File: config.mk
export PLATFORM = sky130hd
export DESIGN_NAME = pin_func_guard
export DESIGN_NICKNAME = d
export VERILOG_FILES = /design/src/rtl/pfr_pkg.sv /design/src/rtl/pfr_lock_ctrl.sv /design/src/rtl/pfr_field_reg.sv /design/src/rtl/pfr_read_mux.sv /design/src/rtl/pin_func_guard.sv
export SDC_FILE = /design/constraint.sdc
export NUM_CORES = 1
export LEC_CHECK = 0
export BUFFER_PORTS_ARGS = -buffer_cell sky130_fd_sc_hd__buf_2
export CORE_MARGIN = 2
export CORE_UTILIZATION = 41
export DETAILED_ROUTE_END_ITERATION = 10
export PLACE_DENSITY_LB_ADDON = 0.08
export SLEW_MARGIN = 20
export SYNTH_ARGS = -nofsm -noshare
export SYNTH_HDL_FRONTEND = slang
export SYNTH_SLANG_ARGS = --single-unit
File: constraint.sdc
create_clock -name clk -period 1.3 [get_ports clk]
set_input_delay 0.13 -clock clk [delete_from_list [all_inputs] [get_ports clk]]
set_output_delay 0.13 -clock clk [all_outputs]
set_load 0.01 [all_outputs]
File: src/rtl/pfr_pkg.sv
package pfr_pkg;
  localparam int unsigned ADDR_W = 3;
  localparam int unsigned DATA_W = 32;

  localparam logic [ADDR_W-1:0] A_ALT    = 3'd0;
  localparam logic [ADDR_W-1:0] A_DEN    = 3'd1;
  localparam logic [ADDR_W-1:0] A_PUP    = 3'd2;
  localparam logic [ADDR_W-1:0] A_LOCK   = 3'd3;
  localparam logic [ADDR_W-1:0] A_COMMIT = 3'd4;

  localparam logic [DATA_W-1:0] UNLOCK_KEY = 32'h4C4F_434B;

  // Bits of the alternate-select register that a write may change.
  function automatic logic [7:0] alt_write_mask(input logic [7:0] prot,
                                                input logic [7:0] commit,
                                                input logic       open);
    logic [7:0] gate;
    gate = prot & commit & {8{open}};
    return (~prot) | gate;
  endfunction

  // Next value of a register under a per-bit write mask.
  function automatic logic [7:0] masked_merge(input logic [7:0] old_v,
                                              input logic [7:0] new_v,
                                              input logic [7:0] mask);
    return (old_v & ~mask) | (new_v & mask);
  endfunction
endpackage

File: src/rtl/pfr_lock_ctrl.sv
module pfr_lock_ctrl
  import pfr_pkg::*;
#(
  parameter logic [DATA_W-1:0] KEY = UNLOCK_KEY
) (
  input  logic              clk,
  input  logic              rst_n,
  input  logic              lock_we,
  input  logic [DATA_W-1:0] wdata,
  output logic              unlocked
);
  logic key_match;
  assign key_match = (wdata == KEY);

  always_ff @(posedge clk or negedge rst_n) begin
    if (!rst_n) begin
      unlocked <= 1'b0;
    end else if (lock_we) begin
      unlocked <= key_match;
    end
  end
endmodule

File: src/rtl/pfr_field_reg.sv
module pfr_field_reg
  import pfr_pkg::*;
#(
  parameter int unsigned       W   = 8,
  parameter logic [W-1:0]      RST = '0
) (
  input  logic         clk,
  input  logic         rst_n,
  input  logic         we,
  input  logic [W-1:0] wmask,
  input  logic [W-1:0] wdata,
  output logic [W-1:0] q
);
  always_ff @(posedge clk or negedge rst_n) begin
    if (!rst_n) begin
      q <= RST;
    end else if (we) begin
      q <= masked_merge(q, wdata, wmask);
    end
  end
endmodule

File: src/rtl/pfr_read_mux.sv
module pfr_read_mux
  import pfr_pkg::*;
#(
  parameter int unsigned NPINS = 8
) (
  input  logic [ADDR_W-1:0] addr,
  input  logic [NPINS-1:0]  alt_q,
  input  logic [NPINS-1:0]  den_q,
  input  logic [NPINS-1:0]  pup_q,
  input  logic [NPINS-1:0]  commit_q,
  input  logic              unlocked,
  output logic [DATA_W-1:0] rd_data
);
  localparam int unsigned PAD_W = DATA_W - NPINS;

  always_comb begin
    unique case (addr)
      A_ALT:    rd_data = {{PAD_W{1'b0}}, alt_q};
      A_DEN:    rd_data = {{PAD_W{1'b0}}, den_q};
      A_PUP:    rd_data = {{PAD_W{1'b0}}, pup_q};
      A_LOCK:   rd_data = {{(DATA_W-1){1'b0}}, ~unlocked};
      A_COMMIT: rd_data = {{PAD_W{1'b0}}, commit_q};
      default:  rd_data = '0;
    endcase
  end
endmodule

File: src/rtl/pin_func_guard.sv
module pin_func_guard
  import pfr_pkg::*;
#(
  parameter int unsigned       NPINS     = 8,
  parameter logic [NPINS-1:0]  PROT_MASK = 8'h8F
) (
  input  logic              clk,
  input  logic              rst_n,
  input  logic [2:0]        addr,
  input  logic              wr_en,
  input  logic [31:0]       wr_data,
  output logic [31:0]       rd_data,
  output logic [7:0]        alt_sel,
  output logic [7:0]        dig_en,
  output logic [7:0]        pull_up
);
  localparam int unsigned NREG = 3; // alt, den, pup

  logic              unlocked;
  logic [NPINS-1:0]  commit_q;
  logic [NPINS-1:0]  wr_pins;
  logic [NPINS-1:0]  alt_mask;
  logic              lock_we;
  logic              commit_we;
  logic [NREG-1:0]   pin_we;
  logic [NPINS-1:0]  pin_mask [NREG];
  logic [NPINS-1:0]  pin_q    [NREG];
  logic              prot_write_dropped; // event: a guarded bit change was refused

  assign wr_pins   = wr_data[NPINS-1:0];
  assign lock_we   = wr_en && (addr == A_LOCK);
  assign commit_we = wr_en && (addr == A_COMMIT) && unlocked;
  assign pin_we[0] = wr_en && (addr == A_ALT);
  assign pin_we[1] = wr_en && (addr == A_DEN);
  assign pin_we[2] = wr_en && (addr == A_PUP);

  assign alt_mask    = alt_write_mask(PROT_MASK, commit_q, unlocked);
  assign pin_mask[0] = alt_mask;
  assign pin_mask[1] = '1;
  assign pin_mask[2] = '1;

  assign prot_write_dropped = pin_we[0] && |(~alt_mask & (wr_pins ^ pin_q[0]));

  pfr_lock_ctrl u_lock (
    .clk      (clk),
    .rst_n    (rst_n),
    .lock_we  (lock_we),
    .wdata    (wr_data),
    .unlocked (unlocked)
  );

  pfr_field_reg #(.W(NPINS), .RST('0)) u_commit (
    .clk   (clk),
    .rst_n (rst_n),
    .we    (commit_we),
    .wmask ({NPINS{1'b1}}),
    .wdata (wr_pins),
    .q     (commit_q)
  );

  for (genvar k = 0; k < NREG; k++) begin : g_pinreg
    pfr_field_reg #(.W(NPINS), .RST(PROT_MASK)) u_reg (
      .clk   (clk),
      .rst_n (rst_n),
      .we    (pin_we[k]),
      .wmask (pin_mask[k]),
      .wdata (wr_pins),
      .q     (pin_q[k])
    );
  end

  assign alt_sel = pin_q[0];
  assign dig_en  = pin_q[1];
  assign pull_up = pin_q[2];

  pfr_read_mux #(.NPINS(NPINS)) u_rmux (
    .addr     (addr),
    .alt_q    (pin_q[0]),
    .den_q    (pin_q[1]),
    .pup_q    (pin_q[2]),
    .commit_q (commit_q),
    .unlocked (unlocked),
    .rd_data  (rd_data)
  );
endmodule

After elaboration in Yosys (flattened, before gate mapping)

Cells that the tools add are included.

Equality and inequality tests: 5
Bitwise logic cells: 6
Reduce and logical (&&, ||, !) cells: 7
Mux-type cells: 1

Operators with widths:

| kind                                                                    | count |
|---|---|
| 8-bit one-hot mux with 5 select lines                                   | 1 |
| 32-bit by 31-bit equality test with 1-bit output, second input constant | 1 |
| 8-bit bitwise AND                                                       | 3 |
| 8-bit inverter                                                          | 1 |
| 8-bit OR                                                                | 1 |
| 3-bit by 2-bit equality test with 1-bit output, second input constant   | 2 |
| 1-bit logical AND                                                       | 6 |
| 3-bit by 1-bit equality test with 1-bit output, second input constant   | 1 |
| 3-bit equality test, second input constant                              | 1 |
| 3-bit zero test                                                         | 1 |
| 1-bit inverter                                                          | 1 |

Register bits: 33
Output and inout bits: 56
Bits of input ports: 38
Word-level logic and storage cells: 24

Depth between registers and ports, before layout

Depth in word-level cells: 4
Depth in mapped cells: 5
Depth with buffers taken out: 3

Hierarchy

A second synthesis with hierarchy kept.

Cells, all modules: 189
Area total of the unflattened synthesis: 2160.8 sq um

By module, submodules not included:

| module                                | seq. area each (sq um) | cells each | instances | area each (sq um) |
|---|---|---|---|---|
| pfr_field_reg (g_pinreg[0].u_reg ...) | 206.4                  | 25         | 3         | 367.9 |
| pfr_read_mux                          | 0.0                    | 62         | 1         | 452.9 |
| pfr_field_reg (u_commit)              | 200.2                  | 25         | 1         | 361.6 |
| pfr_lock_ctrl                         | 25.0                   | 15         | 1         | 146.4 |
| pin_func_guard                        | 0.0                    | 12         | 1         | 96.3 |

Least setup slack after synthesis

Ideal clock, no wire load.

Path kind: reg-to-reg
Start point: register u_lock.unlocked
End point: register u_commit.q[0]
Data required time: 1.175 ns
Setup time: 0.125 ns
Cell stages (with the launch flop): 4
Period minus slack after synthesis: 1.296 ns
Arrival: 1.171 ns
Buffers on the path: 1
Setup slack: 0.004 ns
Cells stage by stage: dfrtp_1 > clkbuf_1 > nand4_1 > mux2_2

Cells in the longest elaborated chain, start to end: 1

Ends and longest elaborated chain:

| item                   | RTL line             | text |
|---|---|---|
| from (decl)            | pfr_lock_ctrl.sv:10  | `output logic unlocked` |
| from (signal assigned) | pfr_lock_ctrl.sv:19  | `unlocked <= key_match;` |
| 1-bit logical AND      | pin_func_guard.sv:32 | `assign commit_we = wr_en && (addr == A_COMMIT) && unlocked;` |
| to (signal assigned)   | pfr_field_reg.sv:18  | `q <= masked_merge(q, wdata, wmask);` |
| to (decl)              | pfr_field_reg.sv:12  | `output logic [W-1:0] q` |

Every way passes these cells.
A chain may end at the register's enable or synchronous reset.

Worst setup path after layout

Start point: register g_pinreg[1].u_reg.q[0]
End point: output rd_data[0]

Cells in the longest elaborated chain, start to end: 1

Ends and longest elaborated chain:

| item                                  | RTL line             | text |
|---|---|---|
| from (decl)                           | pfr_field_reg.sv:12  |  |
| from (signal assigned)                | pfr_field_reg.sv:18  |  |
| 8-bit one-hot mux with 5 select lines | pfr_read_mux.sv:17   | `unique case (addr)` |
| to (decl)                             | pin_func_guard.sv:12 | `output logic [31:0] rd_data,` |

Every way passes these cells.

==> impl_metrics.tcl <==
set metrics [dict create \
    status "finished with violations" \
    failed_checks "negative setup slack" \
    antenna_left 0 \
    design.die.area_um2 5170 \
    fp.coreArea_um2 4380 \
    critical_path.n_buffers_inverters 1 \
    syn-mean-instance-area_um2 11.9 \
    power-per-cell-area_nw_per_um2 1100 \
    synth_flop_cell "dfrtp_1" \
    final_nets 292 \
    maxCapViolations 0 \
    achievable-frequency_mhz 715 \
    worst_ir_drop_vdd_v 0.000804 \
    htree_num_levels 2 \
    place.port_buffers 69 \
    final_hpwl_from_detailed_placement_mm 3.57 \
    p_int_mw 1.94 \
    mostFrequentLayoutCell "buf_2" \
    post-route-worst-setup-slack_ns -0.0983 \
    clkPwrFrac_pct 27.1 \
    grt_pass1_vias 1608 \
    via_per_inst 5.01 \
    detail_route.wl_per_cell_um 15.9 \
    mostFrequentLayoutCells "buf_2, buf_4, conb_1, mux2_2, dfrtp_1" \
    cts.reportedPaths.clkPinSlew_ns 0.07 \
    final_hold_viol_count 0 \
    grt_first_pass_wirelength_mm 7.53 \
    setup_viol_count_final 7 \
    grt_start_max_net_pins 34 \
    setup.reg_to_reg.worst_slack_ns 0.02 \
    worst_ep_arrival_time_ns 1.27 \
    sequential_fraction_of_design_power_pct 47.3 \
    path_cells "nand2b_1 > a21oi_1 > mux2_2 > buf_6" \
    antenna-diode-count 0 \
    kind_of_start_point_of_the_critical_path "flip-flop" \
    worstSetupPathType "reg2out" \
    power_switching_uw 820 \
    cts_sinks 33 \
    final.setup_skew_ns 0.00472 \
    syn2layout_area_growth_pct 32.5 \
    fin_hold_ws_ns 0.131 \
    synthCells 159 \
    endpoint_kind "output port" \
    setup_tns_ns -0.427 \
    yosys_register_bits 33 \
    final_core_utilization_pct 57.1 \
    async_flop_share_pct 100 \
    drt_pre_antenna_iters 4 \
    route.detailed.drc 0 \
    ports 94 \
    cts-buffers-inserted 5 \
    timing.critical_path.fanout_max 2 \
    min_period_over_period_pct 108 \
    initial_core_utilization_pct 43.1 \
    worstHoldPathCells 2 \
    antenna_found_initial 0 \
    overall_power_of_the_completed_layout_mw 2.76 \
    power_leakage_nw 1.27 \
    number_of_placement_rows 24 \
    number_of_enable_flip_flop_cells_after_synthesis 0 \
    required_ns 1.17 \
    routabilityCongestion 0.787 \
    routed_wl_mm 4.87 \
    synth_area_um2 1890 \
    dr.first_iter.drc_count 67 \
    die_x_um 71.9 \
    final-max-slew-violation-count 0 \
    portion_of_the_post_synthesis_area_used_by_sequential_elements_pct 44.7 \
    yosys_warnings 0 \
    critical_path.top_delay_family "flip-flops" \
    cts_tree "built" \
    setup_repair_after_global_routing_missed_its_margin "true" \
    num_vias 1538 \
    ctsRootBufferMaster "clkbuf_8" \
    post_route_cells_drive_above_1_share_pct 58.8 \
    grt_remaining_overflow 0 \
    number_of_cells_on_the_critical_path 4 \
    cpPeakStageDelay_ns 0.53 \
    cts_buffer_depth 2 \
    netSwitchingFraction_pct 29.7 \
    clock_insertion_delay_worst_skew_ns 0.28 \
    timing.reg2reg.worst_path_depth 4 \
    synth_cell_types 29 \
    groute.usage.overall_pct 18.8 \
    power_frac_comb_pct 25.6 \
    min-delay-path-class "in2reg" \
    vertical_extent_of_the_die_um 71.9 \
    min_period_ns 1.40 \
    cpMaxStageDelayCell "dfstp_2" \
]
[power groups by stage]
| stage | Combinational (mW) | Sequential [mW] | Clock, mW |
|---|---|---|---|
| floorplan | 0.326 | 1.38 | 0 |
| global placement | 0.637 | 1.32 | 0 |
| detailed placement | 0.649 | 1.33 | 0 |
| CTS | 0.704 | 1.31 | 0.780 |
| global route | 0.772 | 1.33 | 0.824 |
| finish | 0.708 | 1.31 | 0.750 |
[logic make-up (layout without fill, tap and decap cells)]
group	after synthesis	after routing	synth area share [%]
muxes	41	41	23.9
and+or+nand+nor	34	34	12.5
DFF	33	33	44.7
buffers and inverters	33	106	12.2
AOI/OAI and AO/OA	17	17	6.49
other	1	24	0.198
[area by class of cell]
cell class / instances / area [um2]
fill: 395 / 1880
multi-input combinational: 116 / 930
sequential: 33 / 845
timing repair buffer: 98 / 579
clock buffer: 5 / 68.8
tap: 52 / 65.1
clock inverter: 3 / 17.5
[path summary, 6_finish.rpt]
check	end	startpoint
worst min register to register	u_commit.q[6]	u_commit.q[6]
worst max-delay path	rd_data[0]	g_pinreg[1].u_reg.q[0]
max in group asynchronous	g_pinreg[2].u_reg.q[1]	rst_n
worst max register to register	u_commit.q[2]	u_lock.unlocked
worst min-delay path	g_pinreg[1].u_reg.q[6]	wr_data[6]
min in group asynchronous	u_commit.q[0]	rst_n
[through the flow]
step	setup slack [ns]	std cells	cell area, um2
floorplan	0.00418	182	1980
global placement	-0.000362	287	2290
detailed placement	-0.0363	287	2290
CTS	-0.111	304	2450
global route	-0.171	307	2500
finish	-0.0983	307	2500
[timing repair]
action,in CTS,in global routing
hold buffers,1,0
gates resized for setup,7,8
pin swaps,0,3
hold endpoints to repair,18,0
setup endpoints to repair,8,16
setup buffers,8,3
[cell usage after synthesis (all sizes together), types with 2 or more instances]
master | number | area [um2]
a2bb2oi | 7 | 61.3
buf | 31 | 224
clkbuf | 2 | 7.51
dfrtp | 18 | 450
dfstp | 15 | 394
mux2 | 33 | 372
mux2i | 8 | 80.1
nand2 | 8 | 30.0
nand2b | 2 | 12.5
nand3 | 5 | 25.0
nand4 | 4 | 25.0
nor2 | 2 | 7.51
nor2b | 2 | 12.5
nor4b | 4 | 50.1
nor4bb | 3 | 30.0
o21ai | 6 | 30.0
[metal layers]
metal  vias up  global-route usage, %  wire (um)
li1        716                      -          -
met2        81                   32.9       2370
met4         0                   5.45         27
met5         -                      0          0
met3         4                   4.44        390
met1       737                   23.3       2080
Note: power is estimated with default switching activity, not from simulation.
